## config.mk

```make
export PLATFORM = sky130hd
export DESIGN_NAME = warm_reset_seq
export DESIGN_NICKNAME = d
export VERILOG_FILES = /design/src/rtl/warm_reset_pkg.sv /design/src/rtl/wrs_sync.sv /design/src/rtl/wrs_timer.sv /design/src/rtl/wrs_fsm.sv /design/src/rtl/warm_reset_seq.sv
export SDC_FILE = /design/constraint.sdc
export NUM_CORES = 1
export LEC_CHECK = 0
export BUFFER_PORTS_ARGS = -buffer_cell sky130_fd_sc_hd__buf_4
export CAP_MARGIN = 15
export CORE_UTILIZATION = 45
export CTS_BUF_LIST = sky130_fd_sc_hd__clkbuf_4 sky130_fd_sc_hd__clkbuf_8
export DETAILED_ROUTE_END_ITERATION = 16
export MAX_ROUTING_LAYER = met4
export PLACE_DENSITY = 0.71
export RECOVER_POWER = 100
export SLEW_MARGIN = 20
export SYNTH_ARGS = -nofsm -noshare
export SYNTH_HDL_FRONTEND = slang
export SYNTH_SLANG_ARGS = --single-unit
export TNS_END_PERCENT = 10
```

## constraint.sdc

```tcl
create_clock -name clk -period 5.64 [get_ports clk]
set_input_delay 1.128 -clock clk [delete_from_list [all_inputs] [get_ports clk]]
set_output_delay 1.128 -clock clk [all_outputs]
set_load 0.1 [all_outputs]
```

## src/rtl/warm_reset_pkg.sv

```systemverilog
package warm_reset_pkg;

  // Sequencer phases in the order they are walked through.
  typedef enum logic [2:0] {
    ST_IDLE   = 3'd0,
    ST_QUAL   = 3'd1,
    ST_ABORT  = 3'd2,
    ST_HOLD   = 3'd3,
    ST_EXTEND = 3'd4,
    ST_LATCH  = 3'd5,
    ST_STROBE = 3'd6
  } wrs_state_e;

  function automatic logic in_sequence(wrs_state_e s);
    return (s == ST_ABORT) || (s == ST_HOLD) || (s == ST_EXTEND) ||
           (s == ST_LATCH) || (s == ST_STROBE);
  endfunction

  function automatic logic in_core_reset(wrs_state_e s);
    return (s == ST_HOLD) || (s == ST_EXTEND) || (s == ST_LATCH) ||
           (s == ST_STROBE);
  endfunction

endpackage

```

## src/rtl/wrs_sync.sv

```systemverilog
module wrs_sync #(
  parameter int STAGES = 2
) (
  input  logic clk,
  input  logic rst,
  input  logic async_in,
  output logic sync_out
);
  logic [STAGES-1:0] chain;

  genvar g;
  generate
    for (g = 0; g < STAGES; g++) begin : g_stage
      always_ff @(posedge clk) begin
        if (rst) begin
          chain[g] <= 1'b1;
        end else if (g == 0) begin
          chain[g] <= async_in;
        end else begin
          chain[g] <= chain[(g == 0) ? 0 : g-1];
        end
      end
    end
  endgenerate

  assign sync_out = chain[STAGES-1];
endmodule

```

## src/rtl/wrs_timer.sv

```systemverilog
module wrs_timer #(
  parameter int CW = 10
) (
  input  logic          clk,
  input  logic          rst,
  input  logic          clr,
  output logic [CW-1:0] cnt
);
  always_ff @(posedge clk) begin
    if (rst || clr) begin
      cnt <= '0;
    end else if (cnt != {CW{1'b1}}) begin
      cnt <= cnt + 1'b1;
    end
  end
endmodule

```

## src/rtl/wrs_fsm.sv

```systemverilog
module wrs_fsm
  import warm_reset_pkg::*;
#(
  parameter int MIN_LOW   = 2,
  parameter int ABORT_CYC = 6,
  parameter int MIN_RESET = 512,
  parameter int LAT_BYP   = 3,
  parameter int LAT_PLL   = 4,
  parameter int CW        = 10
) (
  input  logic          clk,
  input  logic          rst,
  input  logic          pin_low,
  input  logic          supply_ok,
  input  logic          mode_byp_div2,
  input  logic [CW-1:0] cnt,
  output wrs_state_e    state,
  output wrs_state_e    nxt,
  output logic          timer_clr
);
  localparam logic [CW-1:0] QUAL_LAST  = CW'(MIN_LOW - 2);
  localparam logic [CW-1:0] ABORT_LAST = CW'(ABORT_CYC - 1);
  localparam logic [CW-1:0] HOLD_LAST  = CW'(MIN_RESET - 1);
  localparam logic [CW-1:0] BYP_LAST   = CW'(LAT_BYP - 1);
  localparam logic [CW-1:0] PLL_LAST   = CW'(LAT_PLL - 1);

  logic [CW-1:0] latch_last;
  logic          cold_hit;

  assign latch_last = mode_byp_div2 ? BYP_LAST : PLL_LAST;
  assign cold_hit   = !supply_ok && pin_low;

  always_comb begin
    nxt = state;
    unique case (state)
      ST_IDLE:   if (supply_ok && pin_low) nxt = ST_QUAL;
      ST_QUAL: begin
        if (!pin_low)              nxt = ST_IDLE;
        else if (cnt == QUAL_LAST) nxt = ST_ABORT;
      end
      ST_ABORT:  if (cnt == ABORT_LAST) nxt = ST_HOLD;
      ST_HOLD:   if (cnt == HOLD_LAST) nxt = pin_low ? ST_EXTEND : ST_LATCH;
      ST_EXTEND: if (!pin_low) nxt = ST_LATCH;
      ST_LATCH:  if (cnt == latch_last) nxt = ST_STROBE;
      ST_STROBE: nxt = ST_IDLE;
      default:   nxt = ST_IDLE;
    endcase
    if (cold_hit) nxt = ST_IDLE;
  end

  assign timer_clr = (nxt != state);

  always_ff @(posedge clk) begin
    if (rst) state <= ST_IDLE;
    else     state <= nxt;
  end

  AST_STATE_LEGAL: assert property (@(posedge clk) disable iff (rst)
    state inside {ST_IDLE, ST_QUAL, ST_ABORT, ST_HOLD, ST_EXTEND, ST_LATCH, ST_STROBE});
  AST_NO_START_LOW_SUPPLY: assert property (@(posedge clk) disable iff (rst)
    (state == ST_IDLE && !supply_ok) |=> state == ST_IDLE);
endmodule

```

## src/rtl/warm_reset_seq.sv

```systemverilog
module warm_reset_seq
  import warm_reset_pkg::*;
#(
  parameter int MIN_LOW     = 2,
  parameter int ABORT_CYC   = 6,
  parameter int MIN_RESET   = 512,
  parameter int LAT_BYP     = 3,
  parameter int LAT_PLL     = 4,
  parameter int SYNC_STAGES = 2,
  parameter int VEC_W       = 24,
  parameter logic [VEC_W-1:0] RESET_VEC = '0
) (
  input  logic             clk,
  input  logic             rst,
  input  logic             pin_rst_n,
  input  logic             supply_ok,
  input  logic             mode_byp_div2,
  input  logic             sw_pd_set,
  input  logic             ale_i,
  input  logic             rd_n_i,
  input  logic             rw_n_i,
  output logic             core_rst,
  output logic             rst_out_n,
  output logic             io_hiz,
  output logic             bus_abort,
  output logic             pin_pulldown,
  output logic             cfg_latch,
  output logic             cold_req,
  output logic             boot_valid,
  output logic [VEC_W-1:0] boot_addr,
  output logic             ale_o,
  output logic             rd_n_o,
  output logic             rw_n_o
);
  localparam int M1    = (MIN_RESET > ABORT_CYC) ? MIN_RESET : ABORT_CYC;
  localparam int M2    = (M1 > LAT_PLL) ? M1 : LAT_PLL;
  localparam int M3    = (M2 > LAT_BYP) ? M2 : LAT_BYP;
  localparam int MAXC  = (M3 > MIN_LOW) ? M3 : MIN_LOW;
  localparam int CW    = $clog2(MAXC + 1);

  logic          pin_sync;
  logic          pin_low;
  logic [CW-1:0] cnt;
  logic          timer_clr;
  wrs_state_e    state;
  wrs_state_e    nxt;
  logic          pd_armed;
  logic          seq_nxt;

  wrs_sync #(.STAGES(SYNC_STAGES)) u_sync (
    .clk      (clk),
    .rst      (rst),
    .async_in (pin_rst_n),
    .sync_out (pin_sync)
  );

  assign pin_low = !pin_sync;

  wrs_timer #(.CW(CW)) u_timer (
    .clk (clk),
    .rst (rst),
    .clr (timer_clr),
    .cnt (cnt)
  );

  wrs_fsm #(
    .MIN_LOW   (MIN_LOW),
    .ABORT_CYC (ABORT_CYC),
    .MIN_RESET (MIN_RESET),
    .LAT_BYP   (LAT_BYP),
    .LAT_PLL   (LAT_PLL),
    .CW        (CW)
  ) u_fsm (
    .clk           (clk),
    .rst           (rst),
    .pin_low       (pin_low),
    .supply_ok     (supply_ok),
    .mode_byp_div2 (mode_byp_div2),
    .cnt           (cnt),
    .state         (state),
    .nxt           (nxt),
    .timer_clr     (timer_clr)
  );

  assign seq_nxt = in_sequence(nxt);

  // Pulldown arm bit: set by software, dropped when a sequence completes.
  always_ff @(posedge clk) begin
    if (rst)                     pd_armed <= 1'b0;
    else if (state == ST_STROBE) pd_armed <= 1'b0;
    else if (sw_pd_set)          pd_armed <= 1'b1;
  end

  // Outputs registered from the next-state decode.
  always_ff @(posedge clk) begin
    if (rst) begin
      core_rst     <= 1'b0;
      rst_out_n    <= 1'b1;
      io_hiz       <= 1'b0;
      bus_abort    <= 1'b0;
      pin_pulldown <= 1'b0;
      cfg_latch    <= 1'b0;
      cold_req     <= 1'b0;
      boot_valid   <= 1'b0;
    end else begin
      core_rst     <= in_core_reset(nxt);
      rst_out_n    <= !seq_nxt;
      io_hiz       <= seq_nxt;
      bus_abort    <= (nxt == ST_ABORT);
      pin_pulldown <= seq_nxt && pd_armed && (state != ST_STROBE);
      cfg_latch    <= (nxt == ST_STROBE);
      cold_req     <= !supply_ok && pin_low;
      boot_valid   <= (state == ST_STROBE) && (nxt == ST_IDLE);
    end
  end

  assign boot_addr = RESET_VEC;
  assign ale_o     = ale_i  && !io_hiz;
  assign rd_n_o    = rd_n_i || io_hiz;
  assign rw_n_o    = rw_n_i || io_hiz;

  AST_ABORT_BEFORE_CORE: assert property (@(posedge clk) disable iff (rst)
    $rose(core_rst) |-> $past(bus_abort));
  AST_CORE_IN_HIZ: assert property (@(posedge clk) disable iff (rst)
    core_rst |-> (io_hiz && !rst_out_n));
  AST_STROBE_PULSE: assert property (@(posedge clk) disable iff (rst)
    cfg_latch |=> !cfg_latch);
  AST_RELEASE_AFTER_STROBE: assert property (@(posedge clk) disable iff (rst)
    cfg_latch |=> (!core_rst && rst_out_n && !io_hiz && boot_valid));
  AST_COLD_ABANDON: assert property (@(posedge clk) disable iff (rst)
    cold_req |-> (!io_hiz && !core_rst));
  AST_PD_IN_SEQ: assert property (@(posedge clk) disable iff (rst)
    pin_pulldown |-> io_hiz);
endmodule

```

======== Word level (Yosys, flattened, before mapping) ========
Index checks and enable logic that the tools add are counted.
cells by class
  equal/unequal tests ..................... 17
  mux-type cells .......................... 11
  reduce and logical (&&, ||, !) cells .... 24
  add/sub/neg operators ................... 1
operators with widths
  kind                                                                     count
  3-bit 2-to-1 mux                                                         8
  3-bit equality test (second input constant)                              6
  3-bit case mux with 6 select lines                                       1
  3-bit by 2-bit equality test with 1-bit output (second input constant)   4
  10-bit by 1-bit adder with 10-bit output (second input constant)         1
  10-bit equality test                                                     1
  10-bit by 3-bit equality test with 1-bit output (second input constant)  1
  10-bit by 9-bit equality test with 1-bit output (second input constant)  1
  10-bit logical NOT                                                       1
  1-bit logical OR                                                         10
  10-bit inequality test (second input constant)                           1
  1-bit logical AND                                                        6
  3-bit logical NOT                                                        2
  1-bit logical NOT                                                        4
  3-bit by 1-bit equality test with 1-bit output (second input constant)   1
  3-bit inequality test                                                    1
  3-bit inequality test (second input constant)                            1
  1-bit 2-to-1 mux                                                         2
  2-bit OR reduction                                                       1
word-level totals
  logic and storage cells ................. 66
  bits of input ports ..................... 9
  bits in registers ....................... 24

======== Logic depth before layout (Yosys ltp) ========
Gate-level depths: netlist of run 1.
  depth after elaboration ................. 12
  depth in mapped cells ................... 7

======== Modules after synthesis ========
A second synthesis of run 1 with hierarchy kept.
second synthesis, totals
  cell total of the unflattened synthesis .. 171
  area total of the unflattened synthesis .. 1524.0 um2
by module, submodules not included
  module          times used  cells each  area an instance (um2)
  wrs_timer       1           56          501.7
  warm_reset_seq  1           55          500.5
  wrs_fsm         1           56          469.2
  wrs_sync        1           4           52.6

======== Worst setup path after synthesis of run 1 ========
Ideal clock, no wire load.
  path kind ............................... in2out
  start ................................... in ale_i
  end ..................................... out ale_o
  stages .................................. 1
  data arrival time ....................... 2462 ps
  data required time ...................... 4512 ps
  path slack .............................. 2050 ps
  path through ............................ nor2b_1
on the way
  cells in the longest elaborated chain, start to end .. 1
RTL lines
  item               line                   source
  from (decl)        warm_reset_seq.sv:19   input logic ale_i,
  1-bit logical AND  warm_reset_seq.sv:118  assign ale_o = ale_i && !io_hiz;
  to (decl)          warm_reset_seq.sv:31   output logic ale_o,
No other way between the ends.

======== Final worst setup path of run 1 ========
Ends and elaborated chain as after synthesis.

==> results.md, run 1 <==
* Status: completed
* Hold Crit Depth at 1
* Vias in the first global route at 969
* Psw at 150 uW
* Crit. End Element: output pin
* Worst EP required at 4.51 ns
* Synth area leader: dfxtp_1
* Initial antenna violation count at 0
* Cell Rows at 20
* Worst path max stage delay at 0.87 ns
* Final critical-path share of the clock period at 58.9%
* Post-synthesis area per instance at 9.25 sq um
* Fmax at 0.301 GHz
* Path category of the worst min-delay check: register to register
* Yosys cell types at 51
* RSZ-0062 raised after global routing: no
* Hold Buf Count CTS at 0
* Worst slew margin at 8.39%
* Seq pwr share at 43.8%
* Cell at the root of the clock tree: clkbuf_4
* Switch share at 36.9%
* Boundary pin count at 44
* # clock sinks at 24
* #FFs+latches synth at 24
* Setup Crit Path Kind: input port to output pin
* Final Max Slew Viols at 0
* Pre-antenna DRT Iters at 4
* CTS Buf Count at 3
* Fillers at 343
* Top-area cell type share of the netlist area at 32.1%
* Syn Inst Count at 162
* Gr ovfl total at 0
* Postcts setup bufs at 0
* Via/cell ratio at 5.09
* Starting DRT DRC Count at 33
* # setup viols final at 0
* WL/cell at 12.3 um
* Final Util at 48.5%
* Final nets at 192
* Register area share after synthesis at 32.1%
* Clk_skew at 0.00118 ns
* Hold Startpoint: u_sync.chain[0]
* Leakage at 0.000585 uW
* CP Cell Sequence: buf_4 > nor2b_1 > clkbuf_1
* H-tree depth at 1
* Pwr dens at 271 nW/um^2
* Largest net degree at the start of global routing at 15
* Max_cap viols at 0
* Hold violation count in the final report at 0
* R2R cell count at 6
* ANT cells at 0
* DRC violations left at 0
* Setup slack, reg-to-reg at 2.53 ns
* Post-Syn Area at 1500 sq um
* Max stage delay cell, worst path: clkbuf_1
* Startpoint types: input port
* Combinational share of power at 25.7%
* Gpl congestion at 0.886
* Worst slew pin tran at 1.36 ns
* First-pass GRT wire length at 4400 um
* EDFF count, synth at 0
* Clk_lat worst skew at 0.32 ns
* Die height at 59.7 um
* Via Count at 1134
* WHS Endpoint: u_sync.sync_out
* Routed Wire Length at 2740 um
* Clock transition at path regs at 0.13 ns
* Die Wd at 59.7 um
* WP data arrival at 2.19 ns
* GRT Resource Usage Total at 16.7%
* Initial Util at 48.3%
* Share of cells above drive strength 1 at 14.5%
* Area grow syn2layout at 0.500%
* Worst VDD drop at 0.000146 V
* Clock Path Buffers at 2
* Worst r2r src: u_timer.cnt[1]
* Crit-path max FO at 1
* Core area at 3100 sq um
* Final ANT Viol Nets at 0
* Worst R2R End: u_timer.cnt[7]
* Commonest cells in the netlist: buf_4 (24), dfxtp_1 (24), nor2_1 (11)
* PortBufs at 19
* Post-DP HPWL at 2020 um
* Clock Power Share at 30.5%
* Post-cts resize count at 0
* Full die area at 3570 sq um
* Setup crit start: ale_i
* Int Power at 257 uW
* Asr flop ratio synth at 0%
* CTS tree: done
* Fin crit period at 3.32 ns
* Synth area leaders: dfxtp_1 (32%), buf_4 (12%), a211oi_1 (4.0%)
* Sum Neg Setup Slack at 0 ns
* Synth warnings at 0
* Synth Flop Type: dfxtp_1
==> layout by cell type, fill, tap and decap left out, types with 3 or more instances in the layout <==
| cell type | count |
|---|---|
| nor2_1 | 11 |
| nand2_1 | 6 |
| nor3_1 | 6 |
| a211oi_1 | 8 |
| dfxtp_1 | 24 |
| nor2b_1 | 4 |
| clkbuf_4 | 4 |
| mux2i_1 | 4 |
| or2_2 | 5 |
| and3_1 | 3 |
| a21oi_1 | 3 |
| buf_4 | 5 |
| conb_1 | 24 |
| clkbuf_1 | 13 |
| nor4_1 | 3 |
| nor4b_1 | 3 |
| xnor2_1 | 4 |
| nand3_1 | 5 |
| o21ai_0 | 3 |
| ha_1 | 3 |
| inv_1 | 6 |
==> worst max-delay path: cells and delay by family <==
kind	cells	cell delay (ns)
and+or+nand+nor	1	0.12
buffers and inverters	2	0.94
==> state kept, by name, summed over array words and instances, names as in the netlist <==
signal and count:
pin_pulldown 1, u_sync.chain 1, u_fsm.state 3, u_timer.cnt 10
bus_abort 1, pd_armed 1, cold_req 1, core_rst 1
cfg_latch 1, u_sync.sync_out 1, boot_valid 1, io_hiz 1
rst_out_n 1
==> per-layer routing <==
layer | vias to the layer above | part of all wire (%) | global-route usage [%]
met2 | 33 | 50 | 28.6
li1 | 562 | - | -
met1 | 534 | 44 | 19.8
met3 | 5 | 5.2 | 4.11
met5 | - | 0 | -
met4 | 0 | 0.84 | 3.65
==> how the worst max path moves through the flow <==
| stage | end | slack, ns | cells after the start |
|---|---|---|---|
| after floorplan | ale_o | 2.05 | 1 |
| after CTS | rd_n_o | 2.78 | 3 |
| after detailed placement | rd_n_o | 2.78 | 3 |
| final | ale_o | 2.32 | 3 |
| after global routing | u_timer.cnt[6] | 2.24 | 6 |
| after global placement | rd_n_o | 2.79 | 3 |
==> power groups by stage <==
| stage | combinational (uW) | sequential [uW] | clock [uW] |
|---|---|---|---|
| detailed placement | 107 | 183 | 0 |
| CTS | 107 | 179 | 127 |
| finish | 105 | 179 | 124 |
| global route | 109 | 179 | 134 |
| floorplan | 111 | 182 | 0 |
| global placement | 106 | 182 | 0 |
==> kinds of logic after synthesis <==
group | share of synthesized area [%]
multiplexers | 2.67
XOR/XNOR | 2.92
AND/OR/NAND/NOR | 25.0
buffers and inverters | 17.3
AO/OA/AOI/OAI | 16.6
other | 0.250
adder cells (fa/ha/maj) | 3.17
flip-flops | 32.1
==> cell type report <==
type | count | area (sq um) | area share [%]
timing repair buffer | 19 | 93.8 | 6.23
inverter | 7 | 26.3 | 1.74
tap | 44 | 55.1 | 3.65
sequential | 24 | 480 | 31.9
clock buffer | 3 | 22.5 | 1.50
clock inverter | 1 | 30.0 | 1.99
multi-input combinational | 125 | 798 | 53.0
==> metrics by stage <==
step / setup slack, ns / hold WS [ns] / total power, uW / instance area, sq um / std cells
floorplan: 2.05 / 0.389 / 293 / 1590 / 185
global placement: 2.79 / 0.396 / 289 / 1550 / 219
detailed placement: 2.78 / 0.397 / 290 / 1550 / 219
CTS: 2.78 / 0.424 / 413 / 1600 / 223
global route: 2.24 / 0.441 / 423 / 1510 / 223
finish: 2.32 / 0.423 / 408 / 1510 / 223
(Power assumes the default switching activity.)
==> run 2, diff against run 1 <==
PLACE_DENSITY = 0.74   (was 0.71)
clock period = 2.75 ns   (was 5.64 ns; I/O delays follow)
==> results.md, run 2 (synthesis gave the netlist of run 1 again) <==
* CTS Buf Count at 3 (unchanged)
* Delay-heaviest family, CP: simple AND/OR/NAND/NOR gates
* Post-cts resize count at 0 (unchanged)
* Initial Util at 48.3% (unchanged)
* Clk_lat worst skew at 0.32 ns (about the same)
* Fin crit period at 2.35 ns
* Crit. End Element: register
* Fmax at 0.426 GHz
* Cell Rows at 20 (unchanged)
* Via/cell ratio at 5.03 (-1.1%)
* Starting DRT DRC Count at 45 (+36%)
* Sum Neg Setup Slack at 0 ns (unchanged)
* # clock sinks at 24 (unchanged)
* Post-layout instance area at 1520 sq um (+0.91%)
* Final hold slack at 0.395 ns (-0.0282 ns)
* Clock transition at path regs at 0.14 ns (about the same)
* Die height at 59.7 um (unchanged)
* Worst slew pin tran at 1.17 ns (-0.194 ns)
* Clk_skew at 0.000807 ns (-0.000377 ns)
* Gpl congestion at 0.857 (-3.3%)
* Commonest non-fill, non-tap cells in the layout: conb_1 (24), dfxtp_1 (24), clkbuf_1 (12)
* Leakage at 0.000581 uW (-0.64%)
* Clock Path Buffers at 2 (unchanged)
* RSZ-0062 raised after global routing: no
* Worst EP required at 2.99 ns (-1.52 ns)
* Boundary pin count at 44 (unchanged)
* Top reg by flops: u_timer.cnt
* Path category of the worst min-delay check: input port to register
* ANT cells at 0 (unchanged)
* Hold violation count in the final report at 0 (unchanged)
* Core area at 3100 sq um (unchanged)
* H-tree depth at 1 (unchanged)
* Cell at the root of the clock tree: clkbuf_4
* Largest net degree at the start of global routing at 15 (unchanged)
* CTS tree: done
* Dpl ws at 0.563 ns (-2.22 ns)
* CP bufs+invs at 0 (-2)
* WL/cell at 12.4 um (+0.69%)
* Via Count at 1122 (-1.1%)
* DRC violations left at 0 (unchanged)
* Vias in the first global route at 1023 (+5.6%)
* Max_cap viols at 0 (unchanged)
* Status: completed
* Die Wd at 59.7 um (unchanged)
* Initial antenna violation count at 0 (unchanged)
* Pwr dens at 554 nW/um^2 (+100%)
* Postcts setup bufs at 0 (unchanged)
* Worst slew margin at 22.4% (+14 points)
* Area grow syn2layout at 1.42%
* Pre-antenna DRT Iters at 4 (unchanged)
* Worst path max stage delay at 0.63 ns (-0.24 ns)
* Cell Area, Placed at 1550 sq um (unchanged)
* Area of the multi-input gates at 808 sq um (+1.3%)
* Final Max Slew Viols at 0 (unchanged)
* Full die area at 3570 sq um (unchanged)
* WP data arrival at 2.58 ns (+0.39 ns)
* GRT Resource Usage Total at 17.1% (+0.42 points)
* CP Cell Sequence: ha_1 > nand4_1 > nor3_1 > nand3b_1 > o21ai_0 > a211oi_1
* # setup viols final at 0 (unchanged)
* Fillers at 315 (-8.2%)
* Share of cells above drive strength 1 at 15.1% (+0.56 points)
* Largest registers: u_timer.cnt: 10 flops, u_fsm.state: 3 flops
* Max stage delay cell, worst path: nor3_1
* FF/Latch Area at 480 sq um (unchanged)
* Routed Wire Length at 2760 um (+0.69%)
* Final critical-path share of the clock period at 85.3%
* Largest register FFs at 10 (unchanged)
* Setup Crit Path Kind: register to register
* First-pass GRT wire length at 4560 um (+3.6%)
* Post-DP HPWL at 2050 um (+1.2%)
* Final nets at 192 (unchanged)
* Final ANT Viol Nets at 0 (unchanged)
* Hold Buf Count CTS at 0 (unchanged)
* PortBufs at 19 (unchanged)
* Gr ovfl total at 0 (unchanged)
* Startpoint types: register
* Setup WS post-layout at 0.405 ns (-1.91 ns)
* Crit-path max FO at 7 (+6)
* Worst VDD drop at 0.000246 V (+69%)
[run 2: changes by cell type in the layout (fill, tap and decap cells not counted)]
cell / delta
a211oi_1: +2
a211oi_2: -2
buf_4: +2
clkbuf_1: -1
clkbuf_4: -1
nor4_1: -1
nor4_2: +1
o31ai_1: -1
o31ai_4: +1
[run 2: final timing paths]
kind	from	endpoint	slack, ns	cells after the start
worst min-delay path	supply_ok	cold_req	0.39	2
worst min register to register	u_sync.chain[0]	u_sync.sync_out	0.43	1
worst max register to register	u_timer.cnt[1]	u_timer.cnt[2]	0.40	6
worst max-delay path	u_timer.cnt[1]	u_timer.cnt[2]	0.40	6
[run 2: power breakdown]
part	internal, uW	leakage, uW	switching, uW
clock	147	0.0000279	112
combinational	26.0	0.000358	190
sequential	355	0.000195	10.8
total	529	0.000581	313
[run 2: area by class of cell]
type	count	area share, %
Clock buffer	3	1.48
Multi-Input combinational cell	125	53.2
Clock inverter	1	1.98
Tap cell	44	3.62
Sequential cell	24	31.6
Timing Repair Buffer	19	6.42
Inverter	7	1.73
[run 2: per-stage QoR]
| step | util, % | total power, uW | std cells |
|---|---|---|---|
| 3_5_place_dp | 50.0 | 594 | 219 |
| 2_1_floorplan | - | 601 | 185 |
| 3_3_place_gp | 50.0 | 592 | 219 |
| 4_1_cts | 51.7 | 849 | 223 |
| 5_1_grt | 49.0 | 873 | 223 |
| 6_report | 49.0 | 841 | 223 |
[run 2: routing by layer]
metal	share of wire, %	track usage [%]	up-vias
li1	-	-	566
met1	44	19.6	514
met2	50	30.0	40
met3	6.1	4.33	2
met4	0.58	3.65	0
met5	0	-	-
==> run 3, diff against run 2 <==
PLACE_DENSITY = default   (was 0.74)
PLACE_DENSITY_LB_ADDON = 0.15   (was default)
==> results.md, run 3 (synthesis gave the netlist of run 1 again) <==
* CTS tree: done
* Startpoint types: register
* Clock Path Buffers at 2 (unchanged)
* Area grow syn2layout at 1.75%
* Fillers at 331 (+5.1%)
* Final critical-path share of the clock period at 82.7% (-2.5 points)
* Hold Buf Count CTS at 0 (unchanged)
* Status: completed
* Final Max Slew Viols at 0 (unchanged)
* # clock sinks at 24 (unchanged)
* RSZ-0062 raised after global routing: no
* Max stage delay cell, worst path: o31ai_4
* Hold Startpoint: supply_ok
* Clk_skew at 0.00399 ns (+0.00318 ns)
* Post-DP HPWL at 2060 um (+0.74%)
* Final ANT Viol Nets at 0 (unchanged)
* CTS Buf Count at 3 (unchanged)
* Worst R2R End: u_timer.cnt[6]
* CP Cell Sequence: ha_1 > nand4_1 > nor4_2 > nor4b_1 > o31ai_4 > a211oi_1
* R2R cell count at 6 (unchanged)
* Core area at 3100 sq um (unchanged)
* Pre-antenna DRT Iters at 4 (unchanged)
* Max_cap viols at 0 (unchanged)
* Top reg by flops: u_timer.cnt
* Post-layout instance area at 1530 sq um (+0.33%)
* Cell Rows at 20 (unchanged)
* Cell Area, Placed at 1550 sq um (unchanged)
* Cell at the root of the clock tree: clkbuf_4
* Fin crit period at 2.28 ns (-0.0694 ns)
* Worst path max stage delay at 0.52 ns (-0.11 ns)
* Via/cell ratio at 5.05 (+0.36%)
* Fmax at 0.439 GHz (+3.1%)
* DRC violations left at 0 (unchanged)
* Final nets at 192 (unchanged)
* GRT Resource Usage Total at 17.3% (+0.20 points)
* ANT cells at 0 (unchanged)
* Path category of the worst min-delay check: input port to register
* Share of cells above drive strength 1 at 15.6% (+0.56 points)
* H-tree depth at 1 (unchanged)
* PortBufs at 19 (unchanged)
* Hold Crit Depth at 2 (unchanged)
* Post-cts resize count at 0 (unchanged)
* Gr ovfl total at 0 (unchanged)
* Via Count at 1126 (+0.36%)
* Leakage at 0.000582 uW (+0.10%)
* Worst slew pin tran at 1.17 ns (+0.00207 ns)
* Setup slack, reg-to-reg at 0.47 ns (+0.07 ns)
* Full die area at 3570 sq um (unchanged)
* Clock transition at path regs at 0.13 ns (about the same)
* Commonest non-fill, non-tap cells in the layout: conb_1 (24), dfxtp_1 (24), clkbuf_1 (12)
* Initial Util at 48.3% (unchanged)
* Largest net degree at the start of global routing at 15 (unchanged)
* Largest register FFs at 10 (unchanged)
* Hold violation count in the final report at 0 (unchanged)
* Sum Neg Setup Slack at 0 ns (unchanged)
* Starting DRT DRC Count at 19 (-58%)
* Setup Crit Path Kind: register to register
* Die Wd at 59.7 um (unchanged)
* WL/cell at 12.2 um (-1.3%)
* Delay-heaviest family, CP: simple AND/OR/NAND/NOR gates
* Boundary pin count at 44 (unchanged)
* Pwr dens at 549 nW/um^2 (-0.82%)
* CP bufs+invs at 0 (unchanged)
* WHS Endpoint: cold_req
* WP data arrival at 2.47 ns (-0.11 ns)
* Clk_lat worst skew at 0.32 ns (about the same)
* Initial antenna violation count at 0 (unchanged)
* Vias in the first global route at 1027 (+0.39%)
* Postcts setup bufs at 0 (unchanged)
* Routed Wire Length at 2720 um (-1.3%)
* Worst slew margin at 22.3% (-0.14 points)
* Die height at 59.7 um (unchanged)
* Worst VDD drop at 0.000238 V (-3.4%)
* Worst r2r src: u_timer.cnt[1]
* Gpl congestion at 0.854 (-0.37%)
* Worst EP required at 2.95 ns (-0.04 ns)
* First-pass GRT wire length at 4480 um (-1.8%)
* # setup viols final at 0 (unchanged)
* Crit. End Element: register
* Largest registers: u_timer.cnt: 10 flops, u_fsm.state: 3 flops
* Crit-path max FO at 10 (+3)
==> run 3: cell counts in the layout (fill, tap and decap cells not counted) <==
No cell type changed its count.
==> run 3: how the worst max path moves through the flow <==
stage / startpoint / endpoint / slack, ns / depth (start not counted)
2_1_floorplan: io_hiz / ale_o / 0.07 / 1
3_3_place_gp: u_timer.cnt[0] / u_timer.cnt[3] / 0.64 / 6
3_5_place_dp: u_timer.cnt[1] / u_timer.cnt[6] / 0.58 / 6
4_1_cts: u_timer.cnt[1] / u_timer.cnt[6] / 0.55 / 6
5_1_grt: u_timer.cnt[0] / u_timer.cnt[2] / 0.20 / 6
6_report: u_timer.cnt[1] / u_timer.cnt[6] / 0.47 / 6
==> run 3: where the power goes <==
| group | switching (uW) | internal [uW] |
|---|---|---|
| sequential | 10.1 | 355 |
| clock | 109 | 148 |
| combinational | 190 | 25.8 |
| total | 309 | 528 |
==> run 3: stage by stage <==
| stage | std cells | total power (uW) | util [%] | setup WS [ns] | hold WS (ns) |
|---|---|---|---|---|---|
| 2_1_floorplan | 185 | 601 | - | 0.0718 | 0.389 |
| 3_3_place_gp | 219 | 592 | 50.0 | 0.639 | 0.392 |
| 5_1_grt | 223 | 867 | 49.2 | 0.196 | 0.395 |
| 4_1_cts | 223 | 850 | 51.7 | 0.554 | 0.389 |
| 6_report | 223 | 837 | 49.2 | 0.474 | 0.396 |
| 3_5_place_dp | 219 | 594 | 50.0 | 0.582 | 0.400 |
==> run 3: worst reg2reg max path: cells and delay by family, from the launching register on <==
family          cells  cell delay [ns]
simple gates        3             0.73
compound gates      2             0.67
flops               1             0.46
fa+ha+maj           1             0.29
==> run 3: routing by layer <==
layer / share of wire [%] / routed length, um / up-vias / global-route usage, %
li1: - / - / 559 / -
met1: 46 / 1250 / 529 / 19.7
met2: 48 / 1310 / 33 / 30.2
met3: 4.6 / 124 / 5 / 2.81
met4: 1.8 / 48 / 0 / 6.98
met5: 0 / 0 / - / -
==> run 3: final cells by class <==
type / instances / area, sq um / share of cell area, %
Inverter: 7 / 26.3 / 1.72
Tap cell: 44 / 55.1 / 3.61
Clock inverter: 1 / 30.0 / 1.97
Multi-Input combinational cell: 125 / 813 / 53.3
Clock buffer: 3 / 22.5 / 1.48
Sequential cell: 24 / 480 / 31.5
Timing Repair Buffer: 19 / 97.6 / 6.40
